File: src/rtl/bsr_pkg.sv
package bsr_pkg;
  typedef enum logic [2:0] {
    MD_NORMAL = 3'd0,
    MD_SAMPLE = 3'd1,
    MD_EXTEST = 3'd2,
    MD_PSA    = 3'd3,
    MD_PRPG   = 3'd4,
    MD_PSACNT = 3'd5,
    MD_SELF   = 3'd6,
    MD_SPARE  = 3'd7
  } bsr_mode_e;
endpackage

File: src/rtl/bsr_cells.sv
module bsr_cells
  import bsr_pkg::*;
#(
  parameter int W = 8,
  parameter int N = 2 * W,
  parameter logic [N-1:0] POLY_FULL = 16'hB400,
  parameter logic [W-1:0] POLY_HALF = 8'hB8
) (
  input  logic         tck,
  input  logic         rst,
  input  bsr_mode_e    mode,
  input  logic         capture_en,
  input  logic         shift_en,
  input  logic         run_en,
  input  logic         tdi,
  input  logic [W-1:0] pin_a,
  input  logic [W-1:0] pin_b,
  input  logic [N-1:0] upd,
  output logic [N-1:0] cells
);
  // Galois (internal feedback) right-shift step over the full chain
  function automatic logic [N-1:0] step_full(input logic [N-1:0] s);
    return (s >> 1) ^ (s[0] ? POLY_FULL : '0);
  endfunction

  // Galois step over one half, used by the split compress/count mode
  function automatic logic [W-1:0] step_half(input logic [W-1:0] s);
    return (s >> 1) ^ (s[0] ? POLY_HALF : '0);
  endfunction

  logic [N-1:0] run_next;

  always_comb begin
    run_next = cells;
    case (mode)
      MD_PSA:    run_next = step_full(cells) ^ {pin_a, pin_b};
      MD_PRPG:   run_next = step_full(cells);
      MD_PSACNT: run_next = {step_half(cells[N-1:W]) ^ pin_a,
                             cells[W-1:0] + W'(1)};
      default:   run_next = cells;
    endcase
  end

  always_ff @(posedge tck) begin
    if (rst)
      cells <= '0;
    else if (capture_en)
      cells <= (mode == MD_SELF) ? upd : {pin_a, pin_b};
    else if (shift_en)
      cells <= {tdi, cells[N-1:1]};
    else if (run_en)
      cells <= run_next;
  end
endmodule

File: src/rtl/bsr_update.sv
module bsr_update #(
  parameter int N = 16
) (
  input  logic         tck,
  input  logic         rst,
  input  logic         update_en,
  input  logic [N-1:0] cells,
  output logic [N-1:0] upd
);
  always_ff @(posedge tck) begin
    if (rst)
      upd <= '0;
    else if (update_en)
      upd <= cells;
  end
endmodule

File: src/rtl/bsr_drive.sv
module bsr_drive
  import bsr_pkg::*;
#(
  parameter int W = 8,
  parameter int N = 2 * W
) (
  input  logic         tck,
  input  logic         rst,
  input  bsr_mode_e    mode,
  input  logic [W-1:0] core_a,
  input  logic [W-1:0] core_b,
  input  logic [N-1:0] cells,
  input  logic [N-1:0] upd,
  output logic [W-1:0] a_drv,
  output logic [W-1:0] b_drv
);
  always_ff @(posedge tck) begin
    if (rst) begin
      a_drv <= '0;
      b_drv <= '0;
    end else begin
      case (mode)
        MD_EXTEST, MD_PSA, MD_SELF: begin
          a_drv <= upd[N-1:W];
          b_drv <= upd[W-1:0];
        end
        MD_PRPG: begin
          a_drv <= cells[N-1:W];
          b_drv <= cells[W-1:0];
        end
        MD_PSACNT: begin
          a_drv <= upd[N-1:W];
          b_drv <= cells[W-1:0];
        end
        default: begin
          a_drv <= core_a;
          b_drv <= core_b;
        end
      endcase
    end
  end
endmodule

File: src/rtl/bsr_tdo.sv
module bsr_tdo (
  input  logic tck,
  input  logic rst,
  input  logic last_cell,
  output logic tdo
);
  always_ff @(negedge tck) begin
    if (rst)
      tdo <= 1'b0;
    else
      tdo <= last_cell;
  end
endmodule

File: src/rtl/dual_bscan_reg.sv
module dual_bscan_reg
  import bsr_pkg::*;
#(
  parameter int W = 8,
  parameter logic [2*W-1:0] POLY_FULL = 16'hB400,
  parameter logic [W-1:0]   POLY_HALF = 8'hB8
) (
  input  logic         tck,
  input  logic         rst,
  input  logic [2:0]   mode,
  input  logic         capture_en,
  input  logic         shift_en,
  input  logic         update_en,
  input  logic         run_en,
  input  logic         tdi,
  input  logic [W-1:0] core_a,
  input  logic [W-1:0] core_b,
  input  logic [W-1:0] pin_a,
  input  logic [W-1:0] pin_b,
  output logic [W-1:0] a_drv,
  output logic [W-1:0] b_drv,
  output logic         tdo
);
  localparam int N = 2 * W;

  bsr_mode_e    mode_e;
  logic [N-1:0] cells;
  logic [N-1:0] upd;

  assign mode_e = bsr_mode_e'(mode);

  bsr_cells #(.W(W), .N(N), .POLY_FULL(POLY_FULL), .POLY_HALF(POLY_HALF)) u_cells (
    .tck(tck), .rst(rst), .mode(mode_e), .capture_en(capture_en),
    .shift_en(shift_en), .run_en(run_en), .tdi(tdi),
    .pin_a(pin_a), .pin_b(pin_b), .upd(upd), .cells(cells)
  );

  bsr_update #(.N(N)) u_update (
    .tck(tck), .rst(rst), .update_en(update_en), .cells(cells), .upd(upd)
  );

  bsr_drive #(.W(W), .N(N)) u_drive (
    .tck(tck), .rst(rst), .mode(mode_e), .core_a(core_a), .core_b(core_b),
    .cells(cells), .upd(upd), .a_drv(a_drv), .b_drv(b_drv)
  );

  bsr_tdo u_tdo (
    .tck(tck), .rst(rst), .last_cell(cells[0]), .tdo(tdo)
  );
endmodule

File: config.mk
export PLATFORM = sky130hd
export DESIGN_NAME = dual_bscan_reg
export DESIGN_NICKNAME = d
export VERILOG_FILES = /design/src/rtl/bsr_pkg.sv /design/src/rtl/bsr_cells.sv /design/src/rtl/bsr_update.sv /design/src/rtl/bsr_drive.sv /design/src/rtl/bsr_tdo.sv /design/src/rtl/dual_bscan_reg.sv
export SDC_FILE = /design/constraint.sdc
export NUM_CORES = 1
export LEC_CHECK = 0
export BUFFER_PORTS_ARGS = -buffer_cell sky130_fd_sc_hd__buf_2
export CAP_MARGIN = 5
export CORE_ASPECT_RATIO = 0.8
export CORE_MARGIN = 2
export CORE_UTILIZATION = 25
export DETAILED_ROUTE_END_ITERATION = 6
export HOLD_SLACK_MARGIN = 0.12
export PLACE_DENSITY = 0.49
export SYNTH_ARGS = -nofsm -noshare
export SYNTH_HDL_FRONTEND = slang
export SYNTH_SLANG_ARGS = --single-unit
File: constraint.sdc
create_clock -name tck -period 2 [get_ports tck]
set_input_delay 0.1 -clock tck [delete_from_list [all_inputs] [get_ports tck]]
set_output_delay 0.1 -clock tck [all_outputs]
set_load 0.005 [all_outputs]
==> qor.txt <==
====================================================================================
Horizontal die dimension                                                      128 um
Crit start category                                                             flop
CTS HTree Levels                                                                   2
Initial drt markers                                                              273
Result of the run                                                       complete, no violations
Arrival time at the worst endpoint                                           1750 ps
Syn nets                                                                         413
Clock sinks                                                                       49
Area inside the core boundary                                             12100 um^2
FF-to-FF End                                                            u_cells.cells[4]
Power per cell area                                                      719 nW/um^2
Type of the worst setup path                                            flop to output pin
Logic depth of the worst path, buffers included                                    1
Max VDD drop                                                                0.346 mV
Crit Path Max Fanout                                                               1
Post CTS Setup Buffer Count                                                        0
Prevailing post-synth register cell                                     sky130_fd_sc_hd__dfxtp_1
Wire length reported by the detailed router                                  9830 um
Die boundary height                                                           103 um
Cell at the root of the clock tree                                      sky130_fd_sc_hd__clkbuf_16
Pin count of the biggest net entering global routing                              50
Actual transition at the worst max-transition pin                             598 ps
Net count, final                                                                 473
Final Wtd Congestion                                                           0.823
Class of the most critical hold timing path                             primary input to flop
Mean instance size in the synthesized netlist                              8.29 um^2
Maximum root-to-sink buffer count                                                  2
Library cell occupying the most area in the post-synthesis netlist      sky130_fd_sc_hd__dfxtp_1
Crit path capture type                                                    output pin
Largest stage delay on the critical path                                      280 ps
Count of buffering cells on the critical path with inverters included              1
Gate family responsible for the most delay along the worst path           flip-flops
Antenna Cells                                                                      0
Final number of hold-violating endpoints                                           0
Area of the die                                                           13200 um^2
DR WL/cell                                                                   16.9 um
Slew Viols, Final                                                                  0
Clock buffers created by TritonCTS                                                 5
Overall Global Routing Usage                                                   14.8%
Global-route wire length before repair                                      15500 um
Fraction of layout cells with a size suffix above 1                            22.5%
Initial Util                                                                   25.4%
Count of warnings emitted by yosys                                                 0
Grt ovf                                                                            0
Clock latency on the worst-skew pair                                          350 ps
CTS clock-pin slew for the worst setup and hold paths                          70 ps
Number of synthesized register bits                                               49
R2r startpoint                                                          u_cells.cells[0]
Setup clock skew after layout                                                59.8 ps
Quantity of hold-fixing buffers added after cts                                   14
Unrepaired setup endpoints after global routing                                   no
Filler cell count in the final layout                                           1295
Synthesis-to-layout area growth                                                23.2%
Core Rows                                                                         36
Share of async-settable or async-resettable flops after synthesis                 0%
Count of maximum capacitance violations                                            0
Fraction of post-synthesis cell area in the top cell type by area              32.0%
Number of detailed-routing iterations run before antenna repair                    5
Portion of the post-synthesis area used by sequential elements                 32.0%
TritonCTS clock tree                                                           built
Worst reg2reg setup slack                                                     300 ps
Post-detailed-placement half-perimeter wirelength                            6870 um
Hold Path Depth                                                                    3
Post-synth EDFFs                                                                   0
Top area cells in the synthesized netlist                               sky130_fd_sc_hd__dfxtp_1, sky130_fd_sc_hd__mux2i_1, sky130_fd_sc_hd__nor2_1
Via count of the routed design                                                  2998
DRC Markers                                                                        0
# setup viols final                                                                0
Remaining max-slew budget at the tightest pin                                  60.1%
Number of I/O pins                                                                59
Number of buffer cells added on primary ports                                     58
Cell breakdown of the critical path                                            buf_2
Residual antenna-violating net count after detailed routing                        0
Post-CTS Resized                                                                   0
Via count of the first global-routing pass                                      2894
Number of vias per cell after detailed routing                                  5.14
Number of different library cells in the post-synthesis netlist                   57
Sum Neg Setup Slack                                                             0 ps
Leakage power                                                                1.66 nW
Count of cells along the worst register-to-register path                           6
Crit path required time                                                      1900 ps
Endpoint of the most critical setup path                                         tdo
Final core utilization                                                         31.3%
Worst-path cell with the longest stage delay                            sky130_fd_sc_hd__dfxtp_1
Gate count after technology mapping                                              370
First element of the critical path                                         u_tdo.tdo
Mapped cell area                                                           3070 um^2
Initial antenna violation count                                                    0
====================================================================================
[report_power, final]
| part | internal [mW] | leakage [nW] | switching, mW |
|---|---|---|---|
| sequential | 1.05 | 0.404 | 0.0751 |
| clock | 0.596 | 0.0853 | 0.407 |
| combinational | 0.264 | 1.17 | 0.327 |
[metal layers]
layer	wire length (um)	part of all wire, %	GRT usage, %	vias up
met5	0	0	0	-
met4	55	0.56	2.96	0
met3	537	5.5	2.28	6
met2	4310	44	23.0	92
met1	4930	50	21.8	1440
li1	-	-	-	1460
[worst min path at each step]
stage	slack, ps	startpoint	endpoint
after detailed placement	350	core_b[2]	u_drive.b_drv[2]
after CTS	130	core_a[0]	u_drive.a_drv[0]
after floorplan	240	core_b[0]	u_drive.b_drv[0]
final	130	core_a[0]	u_drive.a_drv[0]
after global routing	140	core_a[0]	u_drive.a_drv[0]
after global placement	350	core_b[2]	u_drive.b_drv[2]
[synth_stat cells, drive strengths merged (2+ instances only)]
| library cell | count |
|---|---|
| a22oi | 14 |
| nor2b | 4 |
| mux2i | 38 |
| or2 | 3 |
| o31a | 3 |
| nand2 | 28 |
| a2111oi | 9 |
| nor3 | 3 |
| a21oi | 33 |
| a211oi | 3 |
| mux2 | 5 |
| nand3b | 6 |
| nand3 | 6 |
| nor3b | 2 |
| a31oi | 6 |
| o221ai | 2 |
| a222oi | 2 |
| a221oi | 4 |
| and3 | 5 |
| o21ai | 19 |
| o22ai | 8 |
| buf | 24 |
| xnor2 | 6 |
| clkbuf | 7 |
| inv | 7 |
| dfxtp | 49 |
| xor2 | 9 |
| nor2 | 53 |
[placed cells by master, fill, tap and decap left out, drive strengths merged, types with 2 or more instances in the layout]
cell type and count:
buf 70, nor2 53, dfxtp 49, mux2i 38
a21oi 33, nand2 28, o21ai 19, a22oi 14
dlygate4sd3 14, xor2 9, a2111oi 9, o22ai 8
inv 7, xnor2 6, nand3 6, a31oi 6
nand3b 6, and3 5, mux2 5, clkbuf 5
nor2b 4, a221oi 4, o31a 3, a211oi 3
nor3 3, or2 3, o221ai 2, a222oi 2
nor3b 2
[through the flow]
stage	worst slack, ps	power (mW)	instance area [um^2]	instances	hold WS [ps]
floorplan	152	1.53	3070	370	240
global placement	270	1.71	3470	561	348
detailed placement	239	1.72	3470	561	349
CTS	146	2.74	3780	583	130
global route	128	2.86	3780	583	135
finish	154	2.72	3780	583	126
[flip-flops by register name (all words and copies together) (netlist names)]
signal and flops:
u_drive.a_drv 8, u_tdo.tdo 1, u_drive.b_drv 8, u_update.upd 16
u_cells.cells 16
[final cells by class]
class	instances	area, um^2	area share (%)
clock buffers	5	125	3.31
clock inverters	4	50.0	1.32
inverters	6	22.5	0.596
multi-input cells	283	1890	50.0
flip-flops and latches	49	981	26.0
well taps	152	190	5.03
repair buffers	84	520	13.8
[kinds of logic (layout without fill, tap and decap cells)]
kind of cell,Yosys count,count (layout),share of synthesized area [%]
multiplexers,43,43,14.2
XOR/XNOR,15,15,4.28
AND/OR/NAND/NOR,115,115,18.7
adder cells (fa/ha/maj),1,1,0.408
buffers and inverters,38,99,6.40
flip-flops,49,49,32.0
AO/OA/AOI/OAI,109,109,24.0
No activity file was read; power rests on OpenSTA's default activity.
